--- src/rtl/lpe_pkg.sv ---
package lpe_pkg;

    localparam int MODE_W  = 2;
    localparam int STATE_W = 3;

    typedef enum logic [STATE_W-1:0] {
        ST_RUN   = 3'd0,
        ST_POLL  = 3'd1,
        ST_GATED = 3'd2,
        ST_STOP  = 3'd3,
        ST_RSRC  = 3'd4,
        ST_RSHR  = 3'd5,
        ST_HALT  = 3'd6
    } lpe_state_e;

    typedef struct packed {
        logic core;
        logic shared;
        logic stop_req;
        logic halted;
    } lpe_ctl_s;

    function automatic lpe_ctl_s ctl_of(lpe_state_e s);
        lpe_ctl_s c;
        c = '0;
        case (s)
            ST_RUN:   begin c.core = 1'b1; c.shared = 1'b1; end
            ST_POLL:  begin c.shared = 1'b1; c.stop_req = 1'b1; end
            ST_GATED: c.stop_req = 1'b1;
            ST_STOP:  c.stop_req = 1'b1;
            ST_RSHR:  c.shared = 1'b1;
            ST_HALT:  begin c.core = 1'b1; c.shared = 1'b1; c.halted = 1'b1; end
            default:  c = '0;
        endcase
        return c;
    endfunction

endpackage

--- src/rtl/lpe_ack_gather.sv ---
module lpe_ack_gather #(
    parameter int NACK = 6
) (
    input  logic [NACK-1:0] ack_i,
    output logic            all_ack_o
);
    logic [NACK:0] chain;
    assign chain[0] = 1'b1;
    for (genvar g = 0; g < NACK; g++) begin : g_and
        assign chain[g+1] = chain[g] & ack_i[g];
    end
    assign all_ack_o = chain[NACK];
endmodule

--- src/rtl/lpe_src_mask.sv ---
module lpe_src_mask
    import lpe_pkg::*;
#(
    parameter int NSRC = 4
) (
    input  logic [MODE_W-1:0] mode_q,
    input  logic              in_stop,
    output logic [NSRC-1:0]   src_en_o
);
    localparam int NMODES = 1 << MODE_W;
    logic [NSRC-1:0] off_mask;

    always_comb begin
        for (int i = 0; i < NSRC; i++) begin
            off_mask[i] = ((i * NMODES) < ((int'(mode_q) + 1) * NSRC));
        end
    end

    assign src_en_o = in_stop ? ~off_mask : '1;
endmodule

--- src/rtl/lpe_fsm.sv ---
module lpe_fsm
    import lpe_pkg::*;
(
    input  logic              clk,
    input  logic              rst,
    input  logic              req,
    input  logic              all_ack,
    input  logic              wake,
    input  logic              dbg_go,
    input  logic              dbg_req,
    input  logic              src_ready,
    input  logic [MODE_W-1:0] mode_i,
    output lpe_state_e        state_o,
    output logic [MODE_W-1:0] mode_q
);
    lpe_state_e state, nxt;
    logic       dbg_q;

    always_comb begin
        nxt = state;
        case (state)
            ST_RUN:   if (req) nxt = ST_POLL;
            ST_POLL:  if (wake) nxt = ST_RUN;
                      else if (all_ack) nxt = ST_GATED;
            ST_GATED: nxt = ST_STOP;
            ST_STOP:  if (dbg_go || wake) nxt = ST_RSRC;
            ST_RSRC:  if (src_ready) nxt = ST_RSHR;
            ST_RSHR:  nxt = dbg_q ? ST_HALT : ST_RUN;
            ST_HALT:  if (!dbg_req) nxt = ST_RUN;
            default:  nxt = ST_RUN;
        endcase
    end

    always_ff @(posedge clk) begin
        if (rst) begin
            state  <= ST_RUN;
            mode_q <= '0;
            dbg_q  <= 1'b0;
        end else begin
            state <= nxt;
            if (state == ST_RUN && req) mode_q <= mode_i;
            if (state == ST_STOP) dbg_q <= dbg_go;
        end
    end

    assign state_o = state;
endmodule

--- src/rtl/lpe_clk_seq.sv ---
module lpe_clk_seq
    import lpe_pkg::*;
#(
    parameter int NACK = 6,
    parameter int NSRC = 4
) (
    input  logic              clk,
    input  logic              rst,
    input  logic              sleeping_i,
    input  logic              deep_i,
    input  logic [1:0]        mode_i,
    input  logic [NACK-1:0]   ack_i,
    input  logic              wake_i,
    input  logic              dbg_en_i,
    input  logic              dbg_req_i,
    input  logic              src_ready_i,
    output logic              core_clk_en_o,
    output logic              sys_clk_en_o,
    output logic              bus_clk_en_o,
    output logic              flash_clk_en_o,
    output logic              stop_req_o,
    output logic [NSRC-1:0]   src_en_o,
    output logic              halted_o,
    output logic [2:0]        state_o
);
    logic              all_ack;
    lpe_state_e        state;
    logic [MODE_W-1:0] mode_q;
    lpe_ctl_s          ctl;

    lpe_ack_gather #(.NACK(NACK)) ack_i_u (
        .ack_i     (ack_i),
        .all_ack_o (all_ack)
    );

    lpe_fsm fsm_u (
        .clk       (clk),
        .rst       (rst),
        .req       (sleeping_i & deep_i),
        .all_ack   (all_ack),
        .wake      (wake_i),
        .dbg_go    (dbg_en_i & dbg_req_i),
        .dbg_req   (dbg_req_i),
        .src_ready (src_ready_i),
        .mode_i    (mode_i),
        .state_o   (state),
        .mode_q    (mode_q)
    );

    lpe_src_mask #(.NSRC(NSRC)) mask_u (
        .mode_q   (mode_q),
        .in_stop  (state == ST_STOP),
        .src_en_o (src_en_o)
    );

    assign ctl            = ctl_of(state);
    assign core_clk_en_o  = ctl.core;
    assign sys_clk_en_o   = ctl.shared;
    assign bus_clk_en_o   = ctl.shared;
    assign flash_clk_en_o = ctl.shared;
    assign stop_req_o     = ctl.stop_req;
    assign halted_o       = ctl.halted;
    assign state_o        = state;
endmodule

--- config.mk ---
export PLATFORM = sky130hd
export DESIGN_NAME = lpe_clk_seq
export DESIGN_NICKNAME = d
export VERILOG_FILES = /design/src/rtl/lpe_pkg.sv /design/src/rtl/lpe_ack_gather.sv /design/src/rtl/lpe_src_mask.sv /design/src/rtl/lpe_fsm.sv /design/src/rtl/lpe_clk_seq.sv
export SDC_FILE = /design/constraint.sdc
export NUM_CORES = 1
export LEC_CHECK = 0
export BUFFER_PORTS_ARGS = -buffer_cell sky130_fd_sc_hd__buf_2
export CELL_PAD_IN_SITES_DETAIL_PLACEMENT = 2
export CELL_PAD_IN_SITES_GLOBAL_PLACEMENT = 2
export CORE_ASPECT_RATIO = 1.1
export CORE_MARGIN = 4
export CORE_UTILIZATION = 22
export DETAILED_ROUTE_END_ITERATION = 7
export GPL_ROUTABILITY_DRIVEN = 1
export GPL_TIMING_DRIVEN = 0
export PLACE_DENSITY_LB_ADDON = 0.2
export SKIP_CTS_REPAIR_TIMING = 1
export SLEW_MARGIN = 20
export SYNTH_ARGS = -nofsm -noshare
export SYNTH_HDL_FRONTEND = slang
export SYNTH_HIERARCHICAL = 1
export SYNTH_SLANG_ARGS = --single-unit
--- constraint.sdc ---
create_clock -name clk -period 3 [get_ports clk]
set_input_delay 0 -clock clk [delete_from_list [all_inputs] [get_ports clk]]
set_output_delay 0 -clock clk [all_outputs]
set_load 0.02 [all_outputs]
Word level (Yosys, flattened, before mapping)

Cells that the tools add are included.
W data, S select, Z words.

Bits in registers: 6
Bits of input ports: 16
Word-level logic and storage cells: 47
Output and inout bits: 13

Muxes and demuxes: 13
Bitwise operators: 8
Order comparisons: 4
Add/subtract/negate cells: 1
Reductions and logical operators: 7
Eq/ne operators: 11

Operators by type and width:

| operator              | number |
|---|---|
| $lt A5 B32 Y1 const A | 2 |
| $mux W3               | 7 |
| $pmux W3 S7           | 1 |
| $eq A3 B3 Y1 const B  | 3 |
| $and A1 B1 Y1         | 7 |
| $eq A3 B2 Y1 const B  | 2 |
| $ne A2 B2 Y1 const B  | 3 |
| $lt A1 B5 Y1 const A  | 1 |
| $lt A3 B5 Y1 const A  | 1 |
| $reduce_and A5 Y1     | 1 |
| $mux W1               | 4 |
| $mux W4               | 1 |
| $not A4 Y4            | 1 |
| $reduce_or A4 Y1      | 1 |
| $add A2 B1 Y3 const B | 1 |
| $eq A3 B1 Y1 const B  | 1 |
| $logic_not A3 Y1      | 1 |
| $ne A3 B3 Y1 const B  | 1 |
| $reduce_or A3 Y1      | 1 |
| $ne A2 B1 Y1 const B  | 1 |
| $reduce_or A2 Y1      | 1 |
| $logic_and A1 B1 Y1   | 1 |
| $logic_or A1 B1 Y1    | 1 |

Depth between registers and ports, before layout

Depth after elaboration: 8
Depth in mapped cells: 6
Depth with buffers taken out: 6

Cells and area by module

The synthesis kept the hierarchy.

Modules (own cells, without submodules):

| module         | instances | seq. area each (sq um) | area each (sq um) | cells an instance |
|---|---|---|---|---|
| lpe_fsm        | 1         | 120.1                  | 352.8             | 37 |
| lpe_clk_seq    | 1         | 0.0                    | 86.3              | 12 |
| lpe_src_mask   | 1         | 0.0                    | 17.5              | 4 |
| lpe_ack_gather | 1         | 0.0                    | 13.8              | 3 |

Worst setup path after synthesis

Ideal clock, no wire load.

Kind: register -> register
Start point: register fsm_u.state[0], in the netlist fsm_u/state_o[0]
End point: register fsm_u.state[1], in the netlist fsm_u/state_o[1]
Path buffers: 1
Library setup time: 0.088 ns
Clock period less this slack: 1.617 ns
Arrival: 1.529 ns
Slack: 1.383 ns
Required time: 2.912 ns
Stages on the path, launching flop included: 6
Path through: dfxtp_1 buf_4 nand3b_4 or3_4 and3_4 a311oi_2

Word-level cells in the longest chain between the ends: 3
Elaborated cells on any way between the ends: 14
Classes of those cells: eq/ne: 11; mux: 1; reduce/logical: 2

Ends and longest elaborated chain:

| element                                                     | line          | source |
|---|---|---|
| from (decl)                                                 | lpe_fsm.sv:16 | `lpe_state_e state, nxt;` |
| from (signal assigned)                                      | lpe_fsm.sv:40 | `state <= nxt;` |
| $eq A3 B1 Y1, or another cell as far along                  | lpe_fsm.sv:21 | `case (state)` |
| $ne A3 B3 Y1 (no source line), or another cell as far along | n/a           |  |
| $reduce_and A5 Y1 (no source line)                          | n/a           |  |

Parallel ways exist; a longest one is shown, timed or not.
A chain may end at the register's enable or synchronous reset.

Worst setup path after layout

Start point: register fsm_u.state[1], in the netlist fsm_u/state_o[1]
End point: register fsm_u.state[1], in the netlist fsm_u/state_o[1]

Same word-level chain as after synthesis.

==> reports/metrics.cfg <==
[sta]
holdWs_ns = -0.0114
final_hold_viol_count = 1
tns_ns = 0
worst_slack_ns = 1.23
fin_crit_sh_pct = 58.9
finalSetupViolations = 0
fin_skew_ns = 0.00507
rsz0062_at_grt = no
fin_crit_ns = 1.77
fmax_mhz = 566
tightest_slew_ns = 0.485
maxSlewHeadroom_pct = 67.6
final_max_slew_viol_count = 0

[power]
p_sw_mw = 0.238
seqPwrFrac_pct = 26.2
p_comb_share_pct = 58.7
p_int_mw = 0.267
power.share.clock_pct = 15.1
swShare_pct = 47.1
vdd_drop_max_mv = 0.187
power_leakage_nw = 0.317
power_density_nw_per_um2 = 755

[hold_path]
min_path_cells = 3
hold_class = input port to flip-flop
whs_endpoint = fsm_u/mode_q[0]
holdCritStartpoint = mode_i[0]

[floorplan]
rows = 17
core-area_um2 = 2020
start_util_pct = 23.3
die-area_um2 = 2940
die_x_um = 52.1
fp.dieH_um = 56.5
io_pins = 29

[final_layout]
post-route-cell-area_um2 = 668
area_growth_pct = 42.0
nets = 105
n_fill_cell = 251
final_common_cell = buf_2
layout_common_cells = buf_2, nor2_1, dfxtp_1
drive_gt1_share_pct = 48.3
antenna_cells = 0

[worst_setup_path]
crit_type = flip-flop to flip-flop
critPathLaunchType = flip-flop
cp.required_ns = 3.16
timing.rr.end = fsm_u/state_o[1]
cp_max_fo = 12
critPathCaptureType = flip-flop
rr_startpoint = fsm_u/state_o[1]
critPathArrivalTime_ns = 1.92
reg2regPathDepth = 4
r2r_slack_ns = 1.23

[grt]
grt_pass1_vias = 579
antenna_found_initial = 0
grt_overflow = 0
grt_max_degree = 13
grt_usage_pct = 11.6
grt_pass1_wl_um = 2530

[run]
cap_violations = 0

[placement]
place_area_um2 = 646
io_buffers = 28
gp_congestion = 0.675
post-place-ws_ns = 1.27
hpwl_um = 1160

[routing]
wire_per_inst_um = 12.9
wirelength_um = 1480
final_antenna_net_count = 0
first_iter_violations = 2
vias = 551
viasPerCell = 4.79
drt_first_pass_iters = 4
drc = 0

[clock_network]
path_clk_slew_ns = 0.05
cts_buffers = 3
htree_levels = 1
cts_tree = done
clock-sinks = 6
cts_buffer_depth = 2
clkLatencyLatePin_ns = 0.25
cts_root_buf = clkbuf_4

[logic_synthesis]
yosysWarningCount = 6
ys_ff_latch = 6
synth_cells = 56
syn_area_um2 = 470
synth.yosys.seq_area_share_pct = 25.5
syn-mean-instance-area_um2 = 8.40
synth_cell_types = 28
synth_nets = 72

[run_status]
status = complete, but fails checks
violations = negative hold slack

[metal layers]
layer  global-route usage, %  share of wire (%)
met4                    8.99                2.4
met3                    2.12                6.9
met5                       0                  0
met1                    12.7                 43
met2                    19.2                 48
[power groups by stage]
stage	logic [mW]	registers [mW]	clock network, mW
6_report	0.296	0.132	0.0761
5_1_grt	0.325	0.137	0.0874
4_1_cts	0.300	0.133	0.0797
3_5_place_dp	0.298	0.134	0
3_3_place_gp	0.289	0.134	0
2_1_floorplan	0.201	0.139	0
[cell type report]
type                       instances  area (µm²)  share of cell area [%]
multi-input combinational         43         313                    46.8
timing repair buffer              28         140                    21.0
sequential                         6         120                    18.0
tap                               28        35.0                    5.24
clock buffer                       3        22.5                    3.37
buffer                             3        22.5                    3.37
inverter                           4        15.0                    2.25
[per-stage QoR]
step,power (mW),cells,util [%]
floorplan,0.340,56,-
global placement,0.423,112,32.0
detailed placement,0.432,112,32.0
CTS,0.513,115,33.1
global route,0.550,115,33.1
finish,0.504,115,33.1
[worst max-delay path, stage by stage (launching register included)]
cell and delay (ns):
dfxtp_1 0.61, inv_1 0.18, o2111ai_1 0.43, a31oi_1 0.19
a311oi_2 0.26
[kinds of logic after synthesis]
group / synth area share (%)
flip-flops: 25.5
XOR/XNOR: 3.72
AO/OA/AOI/OAI: 18.6
AND/OR/NAND/NOR: 37.8
buffers and inverters: 7.98
multiplexers: 6.38
[how the worst max path moves through the flow]
stage                           startpoint                to  slack, ns
after floorplan           fsm_u/state_o[0]  fsm_u/state_o[1]       1.38
after global placement    fsm_u/state_o[1]  fsm_u/state_o[1]       1.30
after detailed placement  fsm_u/state_o[1]  fsm_u/state_o[1]       1.27
after CTS                 fsm_u/state_o[1]  fsm_u/state_o[1]       1.23
after global routing      fsm_u/state_o[1]  fsm_u/state_o[1]       1.10
final                     fsm_u/state_o[1]  fsm_u/state_o[1]       1.23
[flip-flops by register name (all words and copies together) (netlist names)]
| signal | count |
|---|---|
| fsm_u/dbg_q | 1 |
| fsm_u/state_o | 3 |
| fsm_u/mode_q | 2 |
[cells in the mapped netlist, drive strengths merged]
cell | count | share of area [%]
or3 | 1 | 2.4
o31ai | 1 | 2.7
and3 | 2 | 3.7
nand4 | 3 | 4.0
xor2 | 1 | 1.9
buf | 3 | 4.8
nor3 | 1 | 1.1
nand3b | 1 | 4.3
nor2b | 1 | 2.9
dfxtp | 6 | 26
o21ai | 2 | 2.1
nor3b | 1 | 1.6
mux2i | 3 | 6.4
and2 | 3 | 4.0
o211ai | 1 | 1.6
nor2 | 9 | 7.2
nand2 | 2 | 1.6
xnor2 | 1 | 1.9
inv | 4 | 3.2
nand3 | 1 | 1.1
and3b | 1 | 2.1
a31oi | 3 | 4.0
a311oi | 1 | 3.2
o21bai | 1 | 1.6
a211oi | 1 | 1.6
nand2b | 1 | 1.9
o2111ai | 1 | 1.9
Note: power is estimated with default switching activity, not from simulation.
